**src/rtl/lbg_pkg.sv**
```systemverilog
package lbg_pkg;

    localparam int GAIN_W = 16;

    typedef enum logic [1:0] {
        ST_LO_SS = 2'b00,
        ST_LO_TR = 2'b01,
        ST_HI_SS = 2'b10,
        ST_HI_TR = 2'b11
    } lbg_state_e;

    typedef enum logic {
        HC_WAIT  = 1'b0,
        HC_ARMED = 1'b1
    } hc_state_e;

    typedef struct packed {
        logic [GAIN_W-1:0] kp;
        logic [GAIN_W-1:0] ki;
    } gain_pair_t;

    // Sensed volts -> ADC code, divider gain given in parts per million.
    function automatic longint volts_to_code(input int volts, input int div_ppm,
                                             input int vref_mv, input int adc_w);
        longint full_scale;
        full_scale = (longint'(1) <<< adc_w) - 1;
        return (longint'(volts) * longint'(div_ppm) * full_scale) /
               (longint'(vref_mv) * 1000);
    endfunction

    // Sinusoidal rms -> peak, truncated to whole volts.
    function automatic int rms_to_peak(input int vrms);
        return (vrms * 1414) / 1000;
    endfunction

endpackage

```
**src/rtl/lbg_peak_track.sv**
```systemverilog
module lbg_peak_track #(
    parameter int ADC_W     = 12,
    parameter int ZERO_CODE = 64,
    parameter int ARM_CODE  = 128
) (
    input  logic             clk,
    input  logic             rst_n,
    input  logic             smp_vld,
    input  logic [ADC_W-1:0] vin,
    output logic             hc_end,
    output logic [ADC_W-1:0] hc_peak
);
    import lbg_pkg::*;

    localparam logic [ADC_W-1:0] ZERO_C = ADC_W'(ZERO_CODE);
    localparam logic [ADC_W-1:0] ARM_C  = ADC_W'(ARM_CODE);

    hc_state_e        hc_st, hc_st_n;
    logic [ADC_W-1:0] peak_q, peak_n;

    always_ff @(posedge clk) begin
        if (!rst_n) begin
            hc_st  <= HC_WAIT;
            peak_q <= '0;
        end else begin
            hc_st  <= hc_st_n;
            peak_q <= peak_n;
        end
    end

    always_comb begin
        hc_st_n = hc_st;
        peak_n  = peak_q;
        hc_end  = 1'b0;
        if (smp_vld) begin
            unique case (hc_st)
                HC_WAIT: begin
                    if (vin > peak_q) peak_n = vin;
                    if (vin >= ARM_C) hc_st_n = HC_ARMED;
                end
                HC_ARMED: begin
                    if (vin < ZERO_C) begin
                        hc_end  = 1'b1;
                        hc_st_n = HC_WAIT;
                        peak_n  = '0;
                    end else if (vin > peak_q) begin
                        peak_n = vin;
                    end
                end
            endcase
        end
    end

    assign hc_peak = peak_q;

endmodule

```
**src/rtl/lbg_band_win.sv**
```systemverilog
module lbg_band_win #(
    parameter int               ADC_W = 12,
    parameter logic [ADC_W-1:0] LO_C  = '0,
    parameter logic [ADC_W-1:0] HI_C  = '1
) (
    input  logic [ADC_W-1:0] vout,
    output logic             below,
    output logic             above
);
    always_comb begin
        below = (vout < LO_C);
        above = (vout > HI_C);
    end
endmodule

```
**src/rtl/lbg_gain_lut.sv**
```systemverilog
module lbg_gain_lut #(
    parameter int KP_LO_SS = 2000,
    parameter int KI_LO_SS = 4133,
    parameter int KP_LO_TR = 5867,
    parameter int KI_LO_TR = 20213,
    parameter int KP_HI_SS = 627,
    parameter int KI_HI_SS = 2160,
    parameter int KP_HI_TR = 3067,
    parameter int KI_HI_TR = 10566
) (
    input  lbg_pkg::lbg_state_e st,
    output lbg_pkg::gain_pair_t gains
);
    import lbg_pkg::*;

    always_comb begin
        unique case (st)
            ST_LO_SS: gains = '{kp: GAIN_W'(KP_LO_SS), ki: GAIN_W'(KI_LO_SS)};
            ST_LO_TR: gains = '{kp: GAIN_W'(KP_LO_TR), ki: GAIN_W'(KI_LO_TR)};
            ST_HI_SS: gains = '{kp: GAIN_W'(KP_HI_SS), ki: GAIN_W'(KI_HI_SS)};
            ST_HI_TR: gains = '{kp: GAIN_W'(KP_HI_TR), ki: GAIN_W'(KI_HI_TR)};
        endcase
    end
endmodule

```
**src/rtl/line_band_gain_sel.sv**
```systemverilog
module line_band_gain_sel #(
    parameter int ADC_W        = 12,
    parameter int V_NOM        = 385,
    parameter int V_HALF_BAND  = 12,
    parameter int VRMS_LO_TOP  = 132,
    parameter int VRMS_HI_BOT  = 180,
    parameter int DIV_PPM      = 6900,
    parameter int VREF_MV      = 3300,
    parameter int ZERO_CODE    = 64,
    parameter int ARM_CODE     = 128
) (
    input  logic                      clk,
    input  logic                      rst_n,
    input  logic                      smp_vld,
    input  logic [ADC_W-1:0]          vin_code,
    input  logic [ADC_W-1:0]          vout_code,
    output logic [lbg_pkg::GAIN_W-1:0] kp_out,
    output logic [lbg_pkg::GAIN_W-1:0] ki_out,
    output logic                      fast_mode,
    output logic                      line_high
);
    import lbg_pkg::*;

    localparam logic [ADC_W-1:0] BAND_LO = ADC_W'(volts_to_code(V_NOM - V_HALF_BAND, DIV_PPM, VREF_MV, ADC_W));
    localparam logic [ADC_W-1:0] BAND_HI = ADC_W'(volts_to_code(V_NOM + V_HALF_BAND, DIV_PPM, VREF_MV, ADC_W));
    localparam logic [ADC_W-1:0] PK_LO   = ADC_W'(volts_to_code(rms_to_peak(VRMS_LO_TOP), DIV_PPM, VREF_MV, ADC_W));
    localparam logic [ADC_W-1:0] PK_HI   = ADC_W'(volts_to_code(rms_to_peak(VRMS_HI_BOT), DIV_PPM, VREF_MV, ADC_W));

    lbg_state_e       st, st_n;
    logic             hc_end;
    logic [ADC_W-1:0] hc_peak;
    logic             out_below, out_above, out_of_band;
    logic             hi_now, hi_nxt;
    gain_pair_t       gains;

    lbg_peak_track #(
        .ADC_W     (ADC_W),
        .ZERO_CODE (ZERO_CODE),
        .ARM_CODE  (ARM_CODE)
    ) u_peak (
        .clk     (clk),
        .rst_n   (rst_n),
        .smp_vld (smp_vld),
        .vin     (vin_code),
        .hc_end  (hc_end),
        .hc_peak (hc_peak)
    );

    lbg_band_win #(
        .ADC_W (ADC_W),
        .LO_C  (BAND_LO),
        .HI_C  (BAND_HI)
    ) u_band (
        .vout  (vout_code),
        .below (out_below),
        .above (out_above)
    );

    lbg_gain_lut u_lut (
        .st    (st),
        .gains (gains)
    );

    assign out_of_band = out_below | out_above;

    // State register
    always_ff @(posedge clk) begin
        if (!rst_n) st <= ST_LO_SS;
        else        st <= st_n;
    end

    // Line-range decision with hysteresis, only at a half-cycle end
    always_comb begin
        hi_now = (st == ST_HI_SS) || (st == ST_HI_TR);
        hi_nxt = hi_now;
        if (hc_end) begin
            if (hc_peak > PK_HI)      hi_nxt = 1'b1;
            else if (hc_peak < PK_LO) hi_nxt = 1'b0;
        end
    end

    // Next state
    always_comb begin
        st_n = st;
        if (smp_vld) begin
            unique case (st)
                ST_LO_SS: begin
                    if (hi_nxt)           st_n = out_of_band ? ST_HI_TR : ST_HI_SS; // range up
                    else if (out_of_band) st_n = ST_LO_TR;                          // leave band
                end
                ST_LO_TR: begin
                    if (hi_nxt)            st_n = out_of_band ? ST_HI_TR : ST_HI_SS;
                    else if (!out_of_band) st_n = ST_LO_SS;                         // re-enter band
                end
                ST_HI_SS: begin
                    if (!hi_nxt)          st_n = out_of_band ? ST_LO_TR : ST_LO_SS; // range down
                    else if (out_of_band) st_n = ST_HI_TR;
                end
                ST_HI_TR: begin
                    if (!hi_nxt)           st_n = out_of_band ? ST_LO_TR : ST_LO_SS;
                    else if (!out_of_band) st_n = ST_HI_SS;
                end
            endcase
        end
    end

    // Outputs
    always_comb begin
        kp_out = gains.kp;
        ki_out = gains.ki;
        unique case (st)
            ST_LO_SS: begin fast_mode = 1'b0; line_high = 1'b0; end
            ST_LO_TR: begin fast_mode = 1'b1; line_high = 1'b0; end
            ST_HI_SS: begin fast_mode = 1'b0; line_high = 1'b1; end
            ST_HI_TR: begin fast_mode = 1'b1; line_high = 1'b1; end
        endcase
    end

endmodule

```
**config.mk**
```make
export PLATFORM = sky130hd
export DESIGN_NAME = line_band_gain_sel
export DESIGN_NICKNAME = d
export VERILOG_FILES = /design/src/rtl/lbg_pkg.sv /design/src/rtl/lbg_peak_track.sv /design/src/rtl/lbg_band_win.sv /design/src/rtl/lbg_gain_lut.sv /design/src/rtl/line_band_gain_sel.sv
export SDC_FILE = /design/constraint.sdc
export NUM_CORES = 1
export LEC_CHECK = 0
export ABC_AREA = 1
export BUFFER_PORTS_ARGS = -buffer_cell sky130_fd_sc_hd__buf_2
export CORE_ASPECT_RATIO = 0.6
export CORE_MARGIN = 3
export CORE_UTILIZATION = 25
export CTS_CLUSTER_DIAMETER = 30
export DETAILED_ROUTE_END_ITERATION = 12
export PLACE_DENSITY = 0.58
export SLEW_MARGIN = 30
export SYNTH_ARGS = -nofsm -noshare
export SYNTH_HDL_FRONTEND = slang
export SYNTH_SLANG_ARGS = --single-unit
```
**constraint.sdc**
```tcl
create_clock -name clk -period 1.6 [get_ports clk]
set_input_delay 0.16 -clock clk [delete_from_list [all_inputs] [get_ports clk]]
set_output_delay 0.16 -clock clk [all_outputs]
set_load 0.005 [all_outputs]
```
# --- Word-level counts from Yosys, hierarchy flattened ---
# Index checks and enable logic that the tools add are counted.
classes:
  n_lt_le_gt_ge: 7
  n_eq_ne: 7
  muxes: 26
  bitwise_logic: 2
  n_reduce_logical: 7
op_table:
  columns: ["operator", "count"]
  rows:
  - ["one-hot mux 32 bit (4 select lines)", 1]
  - ["greater-than comparator 12 bit, second input constant", 2]
  - ["two-way mux 12 bit", 2]
  - ["one-hot mux 12 bit (2 select lines)", 1]
  - ["two-way mux 2 bit", 8]
  - ["greater-or-equal comparator 12 x 8 -> 1 bit, second input constant", 1]
  - ["greater-than comparator 12 bit", 1]
  - ["< comparator 12 x 11 -> 1 bit, second input constant", 1]
  - ["< comparator 12 bit, second input constant", 1]
  - ["< comparator 12 x 7 -> 1 bit, second input constant", 1]
  - ["!= test 3 bit, second input constant", 4]
  - ["two-way mux 1 bit", 10]
  - ["one-hot mux 2 bit (4 select lines)", 1]
  - ["OR reduction 2 bit", 4]
  - ["one-hot mux 1 bit (2 select lines)", 3]
  - ["AND reduction 5 bit", 1]
  - ["== test 2 bit, second input constant", 2]
  - ["== test 2 x 1 -> 1 bit, second input constant", 1]
  - ["zero test 2 bit", 1]
  - ["logical OR 1 bit", 1]
  - ["inverter 1 bit", 1]
  - ["OR 1 bit", 1]
word_totals:
  reg_bits: 15
  out_inout_bits: 34
  wordCells: 52

# --- Longest topological paths before layout ---
# Gate-level depths: netlist (run 1).
depth:
  depth_word: 7
  ltp_mapped: 15
  depth_no_buf: 15

# --- Modules after synthesis ---
# Synthesis (run 1) repeated with hierarchy kept, for this count alone.
unflattened:
  cells_unflattened: 261
  hier_area_um2: 1821.7
modules_own_cells:
  columns: ["mod", "n_inst", "cells_each", "area_per_inst_um2", "seq_area_each_um2"]
  rows:
  - ["lbg_peak_track", 1, 161, 1233.7, 260.2]
  - ["lbg_gain_lut", 1, 40, 292.8, 0.0]
  - ["line_band_gain_sel", 1, 45, 226.5, 40.0]
  - ["lbg_band_win", 1, 15, 68.8, 0.0]

# --- Least setup slack after synthesis (run 1) ---
# OpenSTA, ideal clock, no wires.
synth_timing:
  path_type: "register to register"
  startpoint: "register st[0]"
  endpoint: "register st[0]"
  setup_time_ns: 0.113
  arrival_time_ns: 1.625
  required_ns: 1.487
  slack_ns: -0.138
  path_stages_with_launch: 15
  synth_period_minus_slack_ns: 1.738
  cell_sequence: "dfxtp_1 > inv_1 > ha_1 > nor2_2 > inv_1 > nand2_2 > nand3_4 > nand2_4 > nand2_2 > nor2_4 > nor2_4 > nand2_2 > nand2_1 > nand2_1 > nor2_1"
synth_via:
  elab_chain_len: 7
  word_cells_on_any_way: 18
  classes_between: "eq/ne (7); mux (8); reduce/logical (3)"
synth_lines:
  columns: ["element", "line", "source"]
  rows:
  - ["start, declared", "line_band_gain_sel.sv:29", "lbg_state_e st, st_n;"]
  - ["start signal, assigned", "line_band_gain_sel.sv:69", "else st <= st_n;"]
  - ["== test 2 bit", "line_band_gain_sel.sv:74, line_band_gain_sel.sv:86", null]
  - ["logical OR 1 bit", "line_band_gain_sel.sv:74", "hi_now = (st == ST_HI_SS) || (st == ST_HI_TR);"]
  - ["two-way mux 1 bit", "line_band_gain_sel.sv:78", "else if (hc_peak < PK_LO) hi_nxt = 1'b0;"]
  - ["two-way mux 1 bit", "line_band_gain_sel.sv:77", "if (hc_peak > PK_HI) hi_nxt = 1'b1;"]
  - ["two-way mux 1 bit", "line_band_gain_sel.sv:76", "if (hc_end) begin"]
  - ["!= test 3 bit (no source line) (tied with other cells)", null, null]
  - ["AND reduction 5 bit (no source line) / one-hot mux 2 bit (4 select lines) (equally long branches)", null, null]
# Several ways; a longest one is shown, not always the timed one.
# A chain may end at the register's enable or synchronous reset.

# --- Worst setup path in the final report (run 1) ---
layout_timing:
  startpoint: "register u_peak.peak_q[5], in the netlist u_peak.hc_peak[5]"
  endpoint: "register u_peak.peak_q[7], in the netlist u_peak.hc_peak[7]"
layout_via:
  elab_chain_len: 4
layout_lines:
  columns: ["element", "line", "source"]
  rows:
  - ["start, declared", "lbg_peak_track.sv:19", "logic [ADC_W-1:0] peak_q, peak_n;"]
  - ["start signal, assigned", "lbg_peak_track.sv:27", "peak_q <= peak_n;"]
  - ["greater-than comparator 12 bit *", "lbg_peak_track.sv:38, lbg_peak_track.sv:46", null]
  - ["two-way mux 12 bit *", null, null]
  - ["two-way mux 12 bit", null, null]
  - ["one-hot mux 12 bit (2 select lines) *", null, null]
# Mark *: on every way between the ends. The rest lies on a longest branch, timed or not.

==> results of run 1 <==
## critical path, delay by kind of cell (launching register included)
kind,cells,cell delay (ns)
AND/OR/NAND/NOR,4,0.43
AO/OA/AOI/OAI,3,0.41
flip-flops,1,0.32
buffers and inverters,2,0.23
adder cells (fa/ha/maj),1,0.31
## layout by cell type, fill, tap and decap left out, types with 2 or more instances in the layout
| cell | n |
|---|---|
| nand3_1 | 19 |
| o21ai_1 | 4 |
| buf_2 | 52 |
| dfxtp_2 | 9 |
| inv_2 | 11 |
| clkbuf_16 | 3 |
| a21oi_1 | 13 |
| buf_4 | 34 |
| ha_2 | 3 |
| nand2_4 | 4 |
| nor2_1 | 10 |
| conb_1 | 8 |
| ha_4 | 5 |
| buf_6 | 4 |
| a21oi_2 | 7 |
| nand2_2 | 10 |
| dfxtp_1 | 5 |
| nand2_1 | 50 |
| nand3_4 | 2 |
| nor2_2 | 5 |
| o21ai_0 | 3 |
| ha_1 | 12 |
| nand3b_1 | 12 |
| inv_1 | 26 |
| nor2_4 | 5 |
| nand3_2 | 3 |
| nand4_1 | 6 |
## final timing paths
check                                          to  slack (ns)  depth (start not counted)
worst max-delay path            u_peak.hc_peak[7]       -0.18                         10
worst max register to register  u_peak.hc_peak[7]       -0.18                         10
worst min register to register  u_peak.hc_peak[1]        0.47                          2
worst min-delay path                        st[1]        0.16                          3
## power by group through the flow
stage	registers, mW	logic, mW	clock network, mW
after global placement	0.455	0.861	0
after CTS	0.452	0.892	0.515
after global routing	0.461	1.09	0.528
final	0.456	0.980	0.499
after floorplan	0.459	0.570	0
after detailed placement	0.458	0.864	0
## what timing repair did
item | CTS | global route
setup buffers | 1 | 4
pin swaps | 9 | 25
hold buffers | 0 | 0
resized for setup | 9 | 39
setup endpoints to repair | 14 | 23
## metrics by stage
| stage | TNS, ns | total power [mW] | cells |
|---|---|---|---|
| 2_1_floorplan | -0.0103 | 1.03 | 270 |
| 3_3_place_gp | -2.53 | 1.32 | 412 |
| 3_5_place_dp | -2.63 | 1.32 | 412 |
| 4_1_cts | -1.60 | 1.86 | 417 |
| 5_1_grt | -3.24 | 2.08 | 421 |
| 6_report | -1.60 | 1.94 | 421 |
## flip-flops by register name, indices dropped and copies added (netlist names)
signal,count
st,2
u_peak.hc_peak,12
u_peak.hc_st,1
## cell type report
| type | instances | share of cell area [%] |
|---|---|---|
| tap | 84 | 4.15 |
| timing repair buffer | 90 | 22.1 |
| sequential | 15 | 12.5 |
| inverter | 39 | 5.88 |
| multi-input combinational | 189 | 52.3 |
| clock buffer | 4 | 3.11 |
## layer usage
layer  GRT usage [%]  routed length [um]  share of wire, %
met3            2.94                 254               5.0
met4            2.00                  19              0.37
met2            17.3                2250                44
met5               0                   0                 0
met1            17.7                2600                51
## logic make-up after synthesis
logic type | synth area share [%]
AO/OA/AOI/OAI | 9.62
buffers and inverters | 19.2
AND/OR/NAND/NOR | 38.9
adder cells (fa/ha/maj) | 14.5
flip-flops | 17.4
other | 0.434
==> impl_results.md, run 1 <==
- Status: complete, but fails checks
- Failing checks: setup timing
- Vias in the first global route: 1613
- Worst Setup Path Type: register to register
- Filler cells: 683
- Global route total overflow: 0
- Clk buf depth: 2
- Syn. warnings: 0
- CTS Buf Count: 3
- Leading area contributor after synthesis: dfxtp_1
- Yosys reg bits: 15
- DRC violations left: 0
- Slew of the pin with the lowest slew margin: 0.525 ns
- Cell Pwr Density: 764 mW/mm^2
- Clock share of power: 25.8%
- Max incr delay on CP: 0.32 ns
- Most common cell in the netlist: nand2_1
- Effective utilization at floorplan: 27.1%
- Nets: 385
- GP Congestion: 0.793
- FF+latch area: 315 um^2
- CP required: 1.77 ns
- CP Capture Type: register
- CP startpoint: u_peak.hc_peak[5]
- Final Slew Violations: 0
- Ports: 61
- Crit share post-route: 111%
- Max Clock Skew: 0.00480 ns
- Largest net degree at the start of global routing: 14
- Switching fraction of total power: 37.0%
- Worst Path Max Fanout: 8
- Clk sinks: 15
- Die width: 113 um
- Layout Utilization: 39.7%
- Comb pwr share: 50.6%
- Top_reg_cell synth: dfxtp_1
- Max-cap violations: 0
- Worst skew pair latency: 0.25 ns
- F_max: 0.563 GHz
- CP most frequent cell: a21oi_2
- Slew HR: 64.9%
- Core Area: 0.00639 mm^2
- Seq pwr share: 23.6%
- Final setup vio count: 14
- First-pass GRT wire length: 7.68 mm
- Switching Power: 0.715 mW
- Die area: 0.00798 mm^2
- Seq/Total Area, Yosys: 17.4%
- RSZ-0062 raised after global routing: true
- WL/cell: 12.2 um
- Top cell type's share of synthesized area: 17.4%
- Area of the multi-input gates: 0.00132 mm^2
- EDFF count, synth: 0
- Worst vdd ir: 0.000372 V
- Drt first pass iters: 4
- Layout cells sized above 1: 49.0%
- Cell count after synthesis: 264
- Root Driver: clkbuf_16
- PnR worst setup slack: -0.175 ns
- Dpl hpwl: 3.91 mm
- Critical-path top delay cell: dfxtp_2
- Hold WS: 0.157 ns
- Synth cell count leaders: 56 x nand2_1, 33 x inv_1, 23 x nand3_1
- Critical Path Source Type: register
- CTS tree: built
- Hold_sp: rst_n
- Cell Int Power: 1.22 mW
- Initial DRC Count: 110
- # rows: 22
- P_leak: 1.21 nW
- Hold Vio Cnt, Final: 0
- Initial antenna violation count: 0
- Post-DRT Antenna Nets: 0
- Dpl cell area: 0.00224 mm^2
- Worst r2r src: u_peak.hc_peak[5]
- Post-placement worst setup slack: -0.217 ns
- WP data arrival: 1.95 ns
- Mapped Area: 0.00173 mm^2
- Chip height: 70.4 um
- Buffers on Ports: 52
- ANT cells: 0
- Avg Synthesized Cell Area: 6.55 um^2
- Vias: 1842
- H-Tree Depth: 1
- Fraction of registers with async set/reset: 0%
- DR vias/cell: 4.38
- Final instance area: 0.00253 mm^2
- Worst min path class: input port to register
- Final Critical Period: 1.78 ns
- Crit-path cells: inv_1 -> ha_1 -> a21oi_2 -> o21ai_1 -> nand2_1 -> nand3_4 -> buf_6 -> nand3b_1 -> nand3_1 -> a21oi_2
- Final wirelength: 5.12 mm
- Synth top area cells: dfxtp_1 17%, ha_1 14%, nand2_1 12%
- Clock transition at path regs: 0.05 ns
- Distinct cells, synth: 30
- GRT Overall Usage: 11.9%
- Area growth syn-to-layout: 46.5%
(Power assumes the default switching activity.)
==> inputs of run 2 (changes only) <==
--- a/config.mk
+++ b/config.mk
@@ -6,12 +6,13 @@
 export NUM_CORES = 1
 export LEC_CHECK = 0
-export ABC_AREA = 1
 export BUFFER_PORTS_ARGS = -buffer_cell sky130_fd_sc_hd__buf_2
+export CELL_PAD_IN_SITES_DETAIL_PLACEMENT = 2
+export CELL_PAD_IN_SITES_GLOBAL_PLACEMENT = 2
 export CORE_ASPECT_RATIO = 0.6
 export CORE_MARGIN = 3
-export CORE_UTILIZATION = 25
+export CORE_UTILIZATION = 23
 export CTS_CLUSTER_DIAMETER = 30
 export DETAILED_ROUTE_END_ITERATION = 12
-export PLACE_DENSITY = 0.58
+export PLACE_DENSITY = 0.86
 export SLEW_MARGIN = 30
 export SYNTH_ARGS = -nofsm -noshare
==> constraint.sdc (replaced) <==
create_clock -name clk -period 1.6 [get_ports clk]
set_input_delay 0.24 -clock clk [delete_from_list [all_inputs] [get_ports clk]]
set_output_delay 0.24 -clock clk [all_outputs]
set_load 0.005 [all_outputs]
==> run 2 against run 1 <==
- the run still ends with setup timing left
- core utilization rose by 5.4 points
- clock skew rose by 0.0036 ns
- critical path type unchanged
- clock-buffer cell count fell by 1
- routed wire length rose by 80%
- largest power group unchanged
- register-to-register slack got worse by 0.48 ns
- hold slack improved by 0.095 ns
- synthesized area fell by 20%
- sequential cell count did not move
- total power fell by 10%
- non-clock buffer count rose by 21
==> impl_results.md, run 2 <==
- Critical Path Source Type: register
- DR vias/cell: 5.01
- Top cell type's share of synthesized area: 21.6%
- CP required: 1.81 ns
- Vias in the first global route: 1882
- Failing checks: setup timing
- Root Driver: clkbuf_8
- Most common cell after layout, fill and taps aside: buf_4
- P_leak: 1.17 nW
- Fraction of registers with async set/reset: 0%
- Most frequent cells in the layout: 48 x buf_4, 41 x buf_2, 22 x buf_6
- First-pass GRT wire length: 11.7 mm
- Seq/Total Area, Yosys: 21.6%
- Ports: 61
- CTS Buf Count: 3
- Drt first pass iters: 4
- Nets: 315
- Worst Setup Path Type: register to register
- Final Non-Filler Cells: 347
- RSZ-0062 raised after global routing: true
- CTS tree: built
- Worst path top cell family by delay: simple AND/OR/NAND/NOR gates
- Switching fraction of total power: 38.3%
- Switching Power: 0.666 mW
- Synth cell count leaders: 23 x inv_1, 21 x buf_4, 20 x ha_1
- Comb pwr share: 55.5%
- Max FFs per register: 12
- Final wirelength: 9.19 mm
- Worst Path Max Fanout: 4
- Yosys reg bits: 15
- Worst skew pair latency: 0.26 ns
- Final Slew Violations: 0
- Worst vdd ir: 0.000229 V
- F_max: 0.444 GHz
- EDFF count, synth: 0
- Max Clock Skew: 0.00844 ns
- H-Tree Depth: 1
- Die area: 0.00704 mm^2
- Die width: 106 um
- Cell count after synthesis: 168
- Dpl hpwl: 4.41 mm
- ANT cells: 0
- Initial DRC Count: 65
- Post-placement worst setup slack: -0.966 ns
- Effective utilization at floorplan: 24.4%
- Area growth syn-to-layout: 84.9%
- GRT Overall Usage: 22.4%
- # placed instances: 328
- CTS Hold Buffers Added: 0
- Final setup vio count: 24
- Avg Synthesized Cell Area: 8.27 um^2
- Top_reg_cell synth: dfxtp_1
- Crit-path cells: nor2b_4 -> or4b_4 -> nor2_2 -> buf_4 -> o211ai_1 -> a211oi_2 -> mux2_4
- Buf/Inv on CP: 1
- WP data arrival: 2.46 ns
- Layout cells sized above 1: 63.7%
- Chip height: 66.2 um
- Clk buf depth: 2
- Mapped Area: 0.00139 mm^2
- Largest net degree at the start of global routing: 10
- # rows: 21
- Leading area contributor after synthesis: dfxtp_1
- Hold Vio Cnt, Final: 0
- Most common cell in the netlist: inv_1
- Vias: 1737
- Critical-path top delay cell: or4b_4
- Buffers on Ports: 52
- Crit share post-route: 141%
- Layout Utilization: 45.1%
- Hold WS: 0.252 ns
- Status: complete, but fails checks
- Global route total overflow: 0
- Clock transition at path regs: 0.07 ns
- Seq pwr share: 25.6%
- PnR worst setup slack: -0.651 ns
- Final Critical Period: 2.25 ns
- DRC violations left: 0
- Synth top area cells: dfxtp_1 22%, ha_1 18%, buf_4 11%
- Cell Pwr Density: 676 mW/mm^2
- Max incr delay on CP: 0.54 ns
- Cell Int Power: 1.07 mW
- Clock share of power: 18.9%
- GP Congestion: 0.794
- Distinct cells, synth: 39
- WL/cell: 26.5 um
- Max-cap violations: 0
- Worst min path class: input port to register
- CP Capture Type: register
- Syn. warnings: 0
- Initial antenna violation count: 0
- Core Area: 0.00570 mm^2
- Clk sinks: 15
- Post-DRT Antenna Nets: 0
## run 2: cell types whose count changed after synthesis, sizes merged, moves of 4 or more
cell / delta
a21oi: -14
inv: -15
a21o: +4
nand2: -59
nand3: -21
a22o: +12
nor2: -14
nand3b: -12
## run 2: worst paths after layout
kind	startpoint	depth (start not counted)	slack [ns]	end
max	u_peak.hc_st	7	-0.65	st[0]
min	vin_code[4]	2	0.25	u_peak.hc_peak[4]
max reg2reg	u_peak.hc_st	7	-0.65	st[0]
min reg2reg	u_peak.hc_peak[3]	1	0.58	u_peak.hc_peak[3]
## run 2: logic make-up (layout without fill, tap and decap cells)
family          after synthesis  in the layout  synth area share, %
compound gates               46             47                 24.8
fa+ha+maj                    20             20                 18.0
buf+inv                      46            138                 18.1
flops                        15             15                 21.6
mux                           2              2                 1.80
other cells                   2              8                0.540
simple gates                 37             37                 15.2
## run 2: metrics by stage
| stage | power (mW) | setup TNS (ns) | cell area (um^2) |
|---|---|---|---|
| 6_report | 1.74 | -8.19 | 2570 |
| 5_1_grt | 1.83 | -8.56 | 2570 |
| 4_1_cts | 1.51 | -4.75 | 2340 |
| 3_5_place_dp | 1.03 | -11.69 | 1960 |
| 3_3_place_gp | 0.990 | -10.51 | 1960 |
| 2_1_floorplan | 0.761 | -3.91 | 1440 |
## run 2: power groups by stage
stage          clock, mW  combinational [mW]  sequential [mW]
6_report           0.328               0.965            0.445
5_1_grt            0.365                1.01            0.447
4_1_cts            0.328               0.743            0.440
3_5_place_dp           0               0.598            0.435
3_3_place_gp           0               0.559            0.432
2_1_floorplan          0               0.326            0.435
## run 2: timing repair
item                       4_1_cts  5_1_grt
setup buffers                   10        4
pin swaps                       18        8
gates resized for setup         52       36
gates cloned                     1        0
setup endpoints to repair       26       27
## run 2: routing by layer
layer	global-route usage, %	routed length [um]
met3	4.39	550
met2	40.8	4390
met5	0	0
met4	7.59	265
met1	26.5	3980
## run 2: cell type report
type / count / area (um^2)
timing repair buffer: 111 / 813
multi-input combinational: 114 / 1200
fill: 628 / 3130
clock inverter: 1 / 5.00
sequential: 15 / 314
clock buffer: 3 / 41.3
inverter: 23 / 98.8
tap: 80 / 100
